### src/rtl/sfr_pkg.sv
package sfr_pkg;
  localparam int WORD_W       = 8;
  localparam int PAYLOAD_STEP = 6;
  localparam int CHECK_WORDS  = 2;
  localparam int OSR_W        = 2;
  localparam int TAIL_MAX     = PAYLOAD_STEP * (1 << OSR_W) + CHECK_WORDS;
  localparam int TAIL_W       = $clog2(TAIL_MAX + 1);
  localparam logic [WORD_W-1:0] SYNC_WORD = 8'hA5;

  typedef enum logic {ST_HUNT, ST_FRAME} sfr_state_e;

  // words still to come after the sync word: payload plus checksum
  function automatic logic [TAIL_W-1:0] tail_len(input logic [OSR_W-1:0] osr);
    return TAIL_W'(PAYLOAD_STEP * (int'(osr) + 1) + CHECK_WORDS);
  endfunction
endpackage

### src/rtl/sfr_clkgen.sv
module sfr_clkgen #(
  parameter int HALF_DIV = 2
) (
  input  logic clk,
  input  logic rst,
  input  logic enable,
  output logic sclk,
  output logic rise_evt
);
  localparam int CNT_W = $clog2(HALF_DIV + 1);
  localparam logic [CNT_W-1:0] CNT_LAST = CNT_W'(HALF_DIV - 1);

  logic [CNT_W-1:0] cnt;
  logic             wrap;

  assign wrap     = enable && (cnt == CNT_LAST);
  assign rise_evt = wrap && !sclk;

  always_ff @(posedge clk) begin
    if (rst || !enable) begin
      cnt  <= '0;
      sclk <= 1'b0;
    end else if (wrap) begin
      cnt  <= '0;
      sclk <= ~sclk;
    end else begin
      cnt  <= cnt + 1'b1;
    end
  end
endmodule

### src/rtl/sfr_shifter.sv
module sfr_shifter
  import sfr_pkg::*;
(
  input  logic              clk,
  input  logic              rst,
  input  logic              enable,
  input  logic              rise_evt,
  input  logic              sdi,
  output logic              byte_valid,
  output logic [WORD_W-1:0] byte_q
);
  localparam int BIT_W = $clog2(WORD_W);
  localparam logic [BIT_W-1:0] BIT_LAST = BIT_W'(WORD_W - 1);

  logic [BIT_W-1:0]  bitcnt;
  logic [WORD_W-2:0] sh;

  always_ff @(posedge clk) begin
    if (rst) begin
      bitcnt     <= '0;
      sh         <= '0;
      byte_valid <= 1'b0;
      byte_q     <= '0;
    end else if (!enable) begin
      bitcnt     <= '0;
      byte_valid <= 1'b0;
    end else begin
      byte_valid <= 1'b0;
      if (rise_evt) begin
        sh <= {sh[WORD_W-3:0], sdi};
        if (bitcnt == BIT_LAST) begin
          byte_q     <= {sh, sdi};
          byte_valid <= 1'b1;
          bitcnt     <= '0;
        end else begin
          bitcnt <= bitcnt + 1'b1;
        end
      end
    end
  end
endmodule

### src/rtl/sfr_framer.sv
module sfr_framer
  import sfr_pkg::*;
(
  input  logic              clk,
  input  logic              rst,
  input  logic              byte_valid,
  input  logic [WORD_W-1:0] byte_q,
  input  logic [OSR_W-1:0]  osr_sel,
  input  logic              rd_strobe,
  output logic [WORD_W-1:0] rx_data,
  output logic              rx_ready,
  output logic              overrun,
  output logic [WORD_W-1:0] header,
  output logic              in_frame,
  output logic              deliver,
  output logic              sync_hit
);
  sfr_state_e        state;
  logic [TAIL_W-1:0] remain;
  logic [WORD_W-1:0] prev;

  assign in_frame = (state == ST_FRAME);
  assign sync_hit = byte_valid && !in_frame && (byte_q == SYNC_WORD);
  assign deliver  = sync_hit || (byte_valid && in_frame);

  always_ff @(posedge clk) begin
    if (rst) begin
      state    <= ST_HUNT;
      remain   <= '0;
      prev     <= '0;
      header   <= '0;
      rx_data  <= '0;
      rx_ready <= 1'b0;
      overrun  <= 1'b0;
    end else begin
      if (byte_valid) prev <= byte_q;

      if (sync_hit) begin
        header <= prev;
        remain <= tail_len(osr_sel);
        state  <= ST_FRAME;
      end else if (byte_valid && in_frame) begin
        if (remain == TAIL_W'(1)) state <= ST_HUNT;
        remain <= remain - 1'b1;
      end

      if (deliver) begin
        rx_data  <= byte_q;
        rx_ready <= 1'b1;
        if (rx_ready && !rd_strobe) overrun <= 1'b1;
      end else if (rd_strobe) begin
        rx_ready <= 1'b0;
      end
    end
  end
endmodule

### src/rtl/syncframe_rx.sv
module syncframe_rx
  import sfr_pkg::*;
#(
  parameter int HALF_DIV = 2
) (
  input  logic              clk,
  input  logic              rst,
  input  logic              enable,
  input  logic [OSR_W-1:0]  osr_sel,
  input  logic              sdi,
  output logic              sclk_o,
  input  logic              rd_strobe,
  output logic [WORD_W-1:0] rx_data,
  output logic              rx_ready,
  output logic              overrun,
  output logic [WORD_W-1:0] header,
  output logic              in_frame
);
  logic              rise_evt;
  logic              byte_valid;
  logic [WORD_W-1:0] byte_q;
  logic              deliver;
  logic              sync_hit;

  sfr_clkgen #(.HALF_DIV(HALF_DIV)) u_clk (
    .clk(clk), .rst(rst), .enable(enable), .sclk(sclk_o), .rise_evt(rise_evt)
  );

  sfr_shifter u_shift (
    .clk(clk), .rst(rst), .enable(enable), .rise_evt(rise_evt), .sdi(sdi),
    .byte_valid(byte_valid), .byte_q(byte_q)
  );

  sfr_framer u_frame (
    .clk(clk), .rst(rst), .byte_valid(byte_valid), .byte_q(byte_q),
    .osr_sel(osr_sel), .rd_strobe(rd_strobe), .rx_data(rx_data),
    .rx_ready(rx_ready), .overrun(overrun), .header(header),
    .in_frame(in_frame), .deliver(deliver), .sync_hit(sync_hit)
  );
endmodule

### config.mk
export PLATFORM = sky130hd
export DESIGN_NAME = syncframe_rx
export DESIGN_NICKNAME = d
export VERILOG_FILES = /design/src/rtl/sfr_pkg.sv /design/src/rtl/sfr_clkgen.sv /design/src/rtl/sfr_shifter.sv /design/src/rtl/sfr_framer.sv /design/src/rtl/syncframe_rx.sv
export SDC_FILE = /design/constraint.sdc
export NUM_CORES = 1
export LEC_CHECK = 0
export ABC_AREA = 1
export ABC_CLOCK_PERIOD_IN_PS = 1300
export BUFFER_PORTS_ARGS = -buffer_cell sky130_fd_sc_hd__buf_2
export CORE_ASPECT_RATIO = 0.8
export CORE_MARGIN = 4
export CORE_UTILIZATION = 51
export CTS_CLUSTER_SIZE = 40
export DETAILED_ROUTE_END_ITERATION = 16
export PLACE_DENSITY_LB_ADDON = 0.15
export SETUP_SLACK_MARGIN = 0.05
export SYNTH_ARGS = -nofsm -noshare
export SYNTH_HDL_FRONTEND = slang
export SYNTH_SLANG_ARGS = --single-unit
### constraint.sdc
create_clock -name clk -period 1.3 [get_ports clk]
set_input_delay 0.13 -clock clk [delete_from_list [all_inputs] [get_ports clk]]
set_output_delay 0.13 -clock clk [all_outputs]
set_load 0.1 [all_outputs]
# After elaboration in Yosys (flattened, before gate mapping)
# Index checks and enable logic that the tools add are counted.
[op_classes]
addsub = 5
n_reduce_logical = 22
mux = 9
n_eq_ne = 4
bitwise_logic = 3
multipliers = 1
[op_table]
columns = ["operator", "n"]
rows = [
  ["$mul 3x32->4 const A", 1],
  ["$mux 5", 2],
  ["$eq 8x8->1 const B", 1],
  ["$logic_and 1x1->1", 6],
  ["$mux 1", 6],
  ["$reduce_and 2->1", 3],
  ["$reduce_bool 2->1", 3],
  ["$add 5x3->5 const B", 1],
  ["$eq 5x1->1 const B", 1],
  ["$sub 5x1->5 const B", 1],
  ["$logic_not 1->1", 4],
  ["$reduce_or 2->1", 2],
  ["$add 2x1->3 const B", 1],
  ["$add 3x1->3 const B", 1],
  ["$eq 3x3->1 const B", 1],
  ["$mux 3", 1],
  ["$not 1->1", 3],
  ["$reduce_and 3->1", 1],
  ["$reduce_or 3->1", 1],
  ["$add 2x1->2 const B", 1],
  ["$eq 2x1->1 const B", 1],
  ["$logic_or 1x1->1", 2],
]
[word_totals]
out_inout_bits = 20
reg_bits = 54
word_cells = 57

# Longest topological paths before layout
[logic_depth]
depth_word = 5
depth_mapped = 10

# Cells and area by module
# From an unflattened synthesis, not the netlist that was laid out.
[unflattened]
hier_cells = 343
area_unflattened_um2 = 2528.7
[modules_own_cells]
columns = ["module", "instances", "area_each_um2", "cells_each"]
rows = [
  ["sfr_framer", 1, 1566.5, 214],
  ["sfr_shifter", 1, 832.0, 113],
  ["sfr_clkgen", 1, 130.1, 16],
]

# Least setup slack after synthesis
# Ideal clock, no wire load.
[synth_timing]
kind = "reg2reg"
from = "register u_frame.state, in the netlist u_frame.in_frame"
to = "register u_frame.remain[1]"
required_ns = 1.230
setup_slack_ns = -0.508
arrival_ns = 1.739
stages_incl_launch_ff = 6
path_cell_list = "dfxtp_1 > nand2_1 > or2_0 > nand2_1 > nand2_1 > a21oi_1"
[synth_between]
elab_chain_cells = 4
elab_cells_between_ends = 6
classes_between = "mux: 1; reduce/logical: 5"
[synth_lines]
columns = ["element", "line", "text"]
rows = [
  ["start, declared", "sfr_framer.sv:18", "sfr_state_e state;"],
  ["start signal, assigned", "sfr_framer.sv:28", "state <= ST_HUNT;"],
  ["start signal, assigned", "sfr_framer.sv:41", "state <= ST_FRAME;"],
  ["start signal, assigned", "sfr_framer.sv:43", "if (remain == TAIL_W'(1)) state <= ST_HUNT;"],
  ["$logic_not 1->1", "sfr_framer.sv:23", "assign sync_hit = byte_valid && !in_frame && (byte_q == SYNC_WORD);"],
  ["$logic_and 1x1->1 (2 in series)", "sfr_framer.sv:23", ""],
  ["$mux 5 / $reduce_bool 2->1 (equally long branches)", "--", ""],
  ["end signal, assigned", "sfr_framer.sv:40", "remain <= tail_len(osr_sel);"],
  ["end signal, assigned", "sfr_framer.sv:44", "remain <= remain - 1'b1;"],
  ["end, declared", "sfr_framer.sv:19", "logic [TAIL_W-1:0] remain;"],
]
# Parallel ways exist; a longest one is shown, timed or not.
# A chain may end at the register's enable or synchronous reset.

# Final worst setup path
[layout_timing]
from = "register u_shift.byte_valid"
to = "register u_frame.remain[3]"
[layout_between]
elab_chain_cells = 3
elab_cells_between_ends = 5
classes_between = "mux: 1; reduce/logical: 4"
[layout_lines]
columns = ["element", "line", "text"]
rows = [
  ["start, declared", "sfr_shifter.sv:9", "output logic byte_valid,"],
  ["start signal, assigned", "sfr_shifter.sv:22", "byte_valid <= 1'b0;"],
  ["start signal, assigned", "sfr_shifter.sv:26", "byte_valid <= 1'b0;"],
  ["start signal, assigned", "sfr_shifter.sv:28", "byte_valid <= 1'b0;"],
  ["$logic_and 1x1->1 (2 in series)", "sfr_framer.sv:23", ""],
  ["$mux 5 / $reduce_bool 2->1 (equally long branches)", "--", ""],
]
# Parallel ways exist; a longest one is shown, timed or not.

==> metrics.txt <==
outcome=finished, final reports clean; # port buffers=26; type of origin of the critical path=flop; Post-Synth XOR/XNOR Area=0.381%; IO Count=27; Syn Std Cell Area=2300 um2; R2R depth=8; DRT Wirelength=6040 um; drt wl/cell=14.4 um; HPWL Detailed=3410 um; Ys Warns=0; unrepaired setup endpoints after global routing=yes; fmax=773 MHz; # diodes=0; Crit path depth=8; syn avg cell area=7.66 um2; Synth top area share=47.1%; Crit-path slowest cell=dfxtp_2; clk sinks=54; cell mode on critical path=nand2_1; Post-synth EDFFs=0; Critical R2R Capture=u_frame.remain[3]; Layout area overhead=40.8%; Cells after Synth=300; CP arrival=1.50 ns; hold crit path type=in -> reg; Critical Path Max Stage Delay=0.41 ns; DRC violations left=0; sequential share of the synthesized area=47.1%; Top delay family on crit path=simple AND/OR/NAND/NOR gates; hold buffers post-CTS=0; Pins Over Slew Limit=0; Setup-failing EPs final=0; Cell Rows=21; post-route ant nets=0; global-route wire length before repair=8740 um; Final period util=99.5%; Die Y-Extent=68.0 um; TritonCTS clock tree=built; Reg clk slew, reported paths=0.09 ns; Post-Synth Simple-Gate Area=25.0%; R2R Path Start=u_shift.byte_valid; dpl cell area=2650 um2; Rel. slew slack=67.6%; Pleak=1.45 nW; Worst Setup SP=u_shift.byte_valid; CP Cell Sequence=nand2_4 > nor2_4 > buf_4 > nand3_4 > nand2_1 > nand2_1 > nor2_2 > nor2_1; Crit. End Element=flop; dpl cells=394; Final Hold Viols=0; post-synthesis compound-gate area fraction=13.9%; Total GRT Usage=19.1%; clk_lat worst skew=0.30 ns; Final Net Count=376; die area=5650 um2; largest family of logic cells by synthesized area=simple AND/OR/NAND/NOR gates; design area=3230 um2; Num CTS Buffers=5; clock skew=0.00358 ns; H-Tree Level Count=2; Vias per Instance=5.21; Reg2Reg Setup Slack=0.006 ns; gpl congestion=0.892; Required @ worst endpoint=1.51 ns; FF+latch count, synth=54; adder-cell share of the synthesized area=4.90%; CP max FO=5; largest net degree at the start of global routing=45; syn_nets=316; clock root buffer=clkbuf_8; Core Region=4260 um2; Setup CP Type=reg -> reg; vias in the first global route=1875; post-synth top area cell=dfxtp_1; Worst Max-Slew Pin Slew=0.490 ns; initial antenna violation count=0; Tmin final=1.29 ns; drt pass-1 iters=4; gr ovfl total=0; final non-filler cell total=418; Max clock buf depth=2; Initial Utilization=54.0%; vias=2178; Synth cell types=26; Initial DRC Count=196; Max IR drop VDD=0.678 mV; layout cells sized above 1=44.3%; FILL cells=290; Worst setup endpoint=u_frame.remain[3]; share of flip-flops with an asynchronous set or reset=0%; dominant cells by area after synthesis=dfxtp_1 47%, nor2_1 8.5%, nand2_1 7.5%; mux contribution to synthesized area=0%; Power Dens Cells=892 nW/um2; Die Span X=83.0 um; Most used DFF post-synth=dfxtp_1; max cap viols=0; crit path buf inv count=1
layer usage:
layer	global-route usage [%]	wire, um
met2	29.8	2770
met3	4.21	376
met4	6.53	97
met1	26.5	2800
met5	0	0
final cells by class:
cell class	count	area (um2)	area share (%)
Clock buffer	8	101	3.13
Inverter	34	139	4.29
Multi-Input combinational cell	204	1340	41.4
Sequential cell	54	1110	34.4
Tap cell	57	71.3	2.21
Timing Repair Buffer	61	472	14.6
power breakdown:
part	internal [mW]	leakage (nW)	switching, mW	total [mW]
combinational	0.0704	0.950	0.0989	0.169
clock	0.500	0.0506	0.536	1.04
sequential	1.66	0.447	0.0153	1.68
total	2.23	1.45	0.650	2.89
cell usage in the layout (no fill, tap or decap), types with 7 or more instances in the layout:
cell / n
nor2_1: 40
nand2_1: 36
dfxtp_1: 32
inv_1: 25
buf_2: 24
buf_4: 21
dfxtp_2: 20
a21oi_1: 17
o21ai_2: 13
buf_6: 13
o21ai_0: 12
a21oi_2: 11
nor2_4: 9
nand3_1: 9
nand3b_1: 8
o21ai_1: 8
inv_2: 7
worst reg2reg max path: stages, from the launching register on:
cell,delay (ns)
dfxtp_2,0.41
nand2_4,0.07
nor2_4,0.14
buf_4,0.16
nand3_4,0.10
nand2_1,0.08
nand2_1,0.08
nor2_2,0.12
nor2_1,0.05
per-stage QoR:
step	worst slack (ns)	power [mW]	TNS (ns)	util, %	hold WS [ns]
finish	0.00629	2.89	0	76.0	0.0800
global route	-0.103	2.98	-0.404	76.0	0.0844
CTS	0.0375	2.86	0	67.4	0.0590
detailed placement	-0.105	1.83	-1.33	62.2	0.393
global placement	-0.0541	1.83	-0.444	62.2	0.386
floorplan	0.0419	1.78	0	-	0.189
how the worst min path moves through the flow:
stage,end,depth (start not counted),from
floorplan,u_frame.in_frame,1,rst
global placement,u_shift.sh[0],3,sdi
detailed placement,u_shift.sh[0],3,sdi
CTS,u_shift.byte_valid,2,rst
global route,u_frame.overrun,2,rst
finish,u_frame.overrun,2,rst
kinds of logic after synthesis:
| kind of cell | after synthesis |
|---|---|
| simple gates | 127 |
| xor+xnor | 1 |
| buf+inv | 46 |
| flops | 54 |
| compound gates | 63 |
| fa+ha+maj | 9 |
timing repair:
item	in CTS	in global routing
resized for setup	19	106
endpoints found under the hold margin	0	0
gates cloned	3	1
pin swaps	5	20
buffers inserted	6	6
setup endpoints to repair	35	43
state kept, by name, summed over array words and instances (netlist names):
register and flops:
u_frame.rx_ready 1, u_frame.in_frame 1, u_frame.rx_data 8, u_frame.header 8, u_shift.sh 7, u_frame.prev 8, u_shift.byte_valid 1, u_frame.remain 5
u_frame.overrun 1, u_clk.cnt 2, u_shift.bitcnt 3, u_clk.sclk 1, u_shift.byte_q 8
Yosys cell counts, types with 2 or more instances:
library cell / count
dfxtp_1: 54
nor2_1: 52
nand2_1: 46
o21ai_0: 32
inv_1: 31
a21oi_1: 28
ha_1: 9
nand3_1: 9
nand3b_1: 8
clkbuf_1: 5
buf_2: 4
buf_6: 3
inv_2: 3
nand3_2: 2
nor2_2: 2
nor3_1: 2
Power figures use the tool's default switching activity.
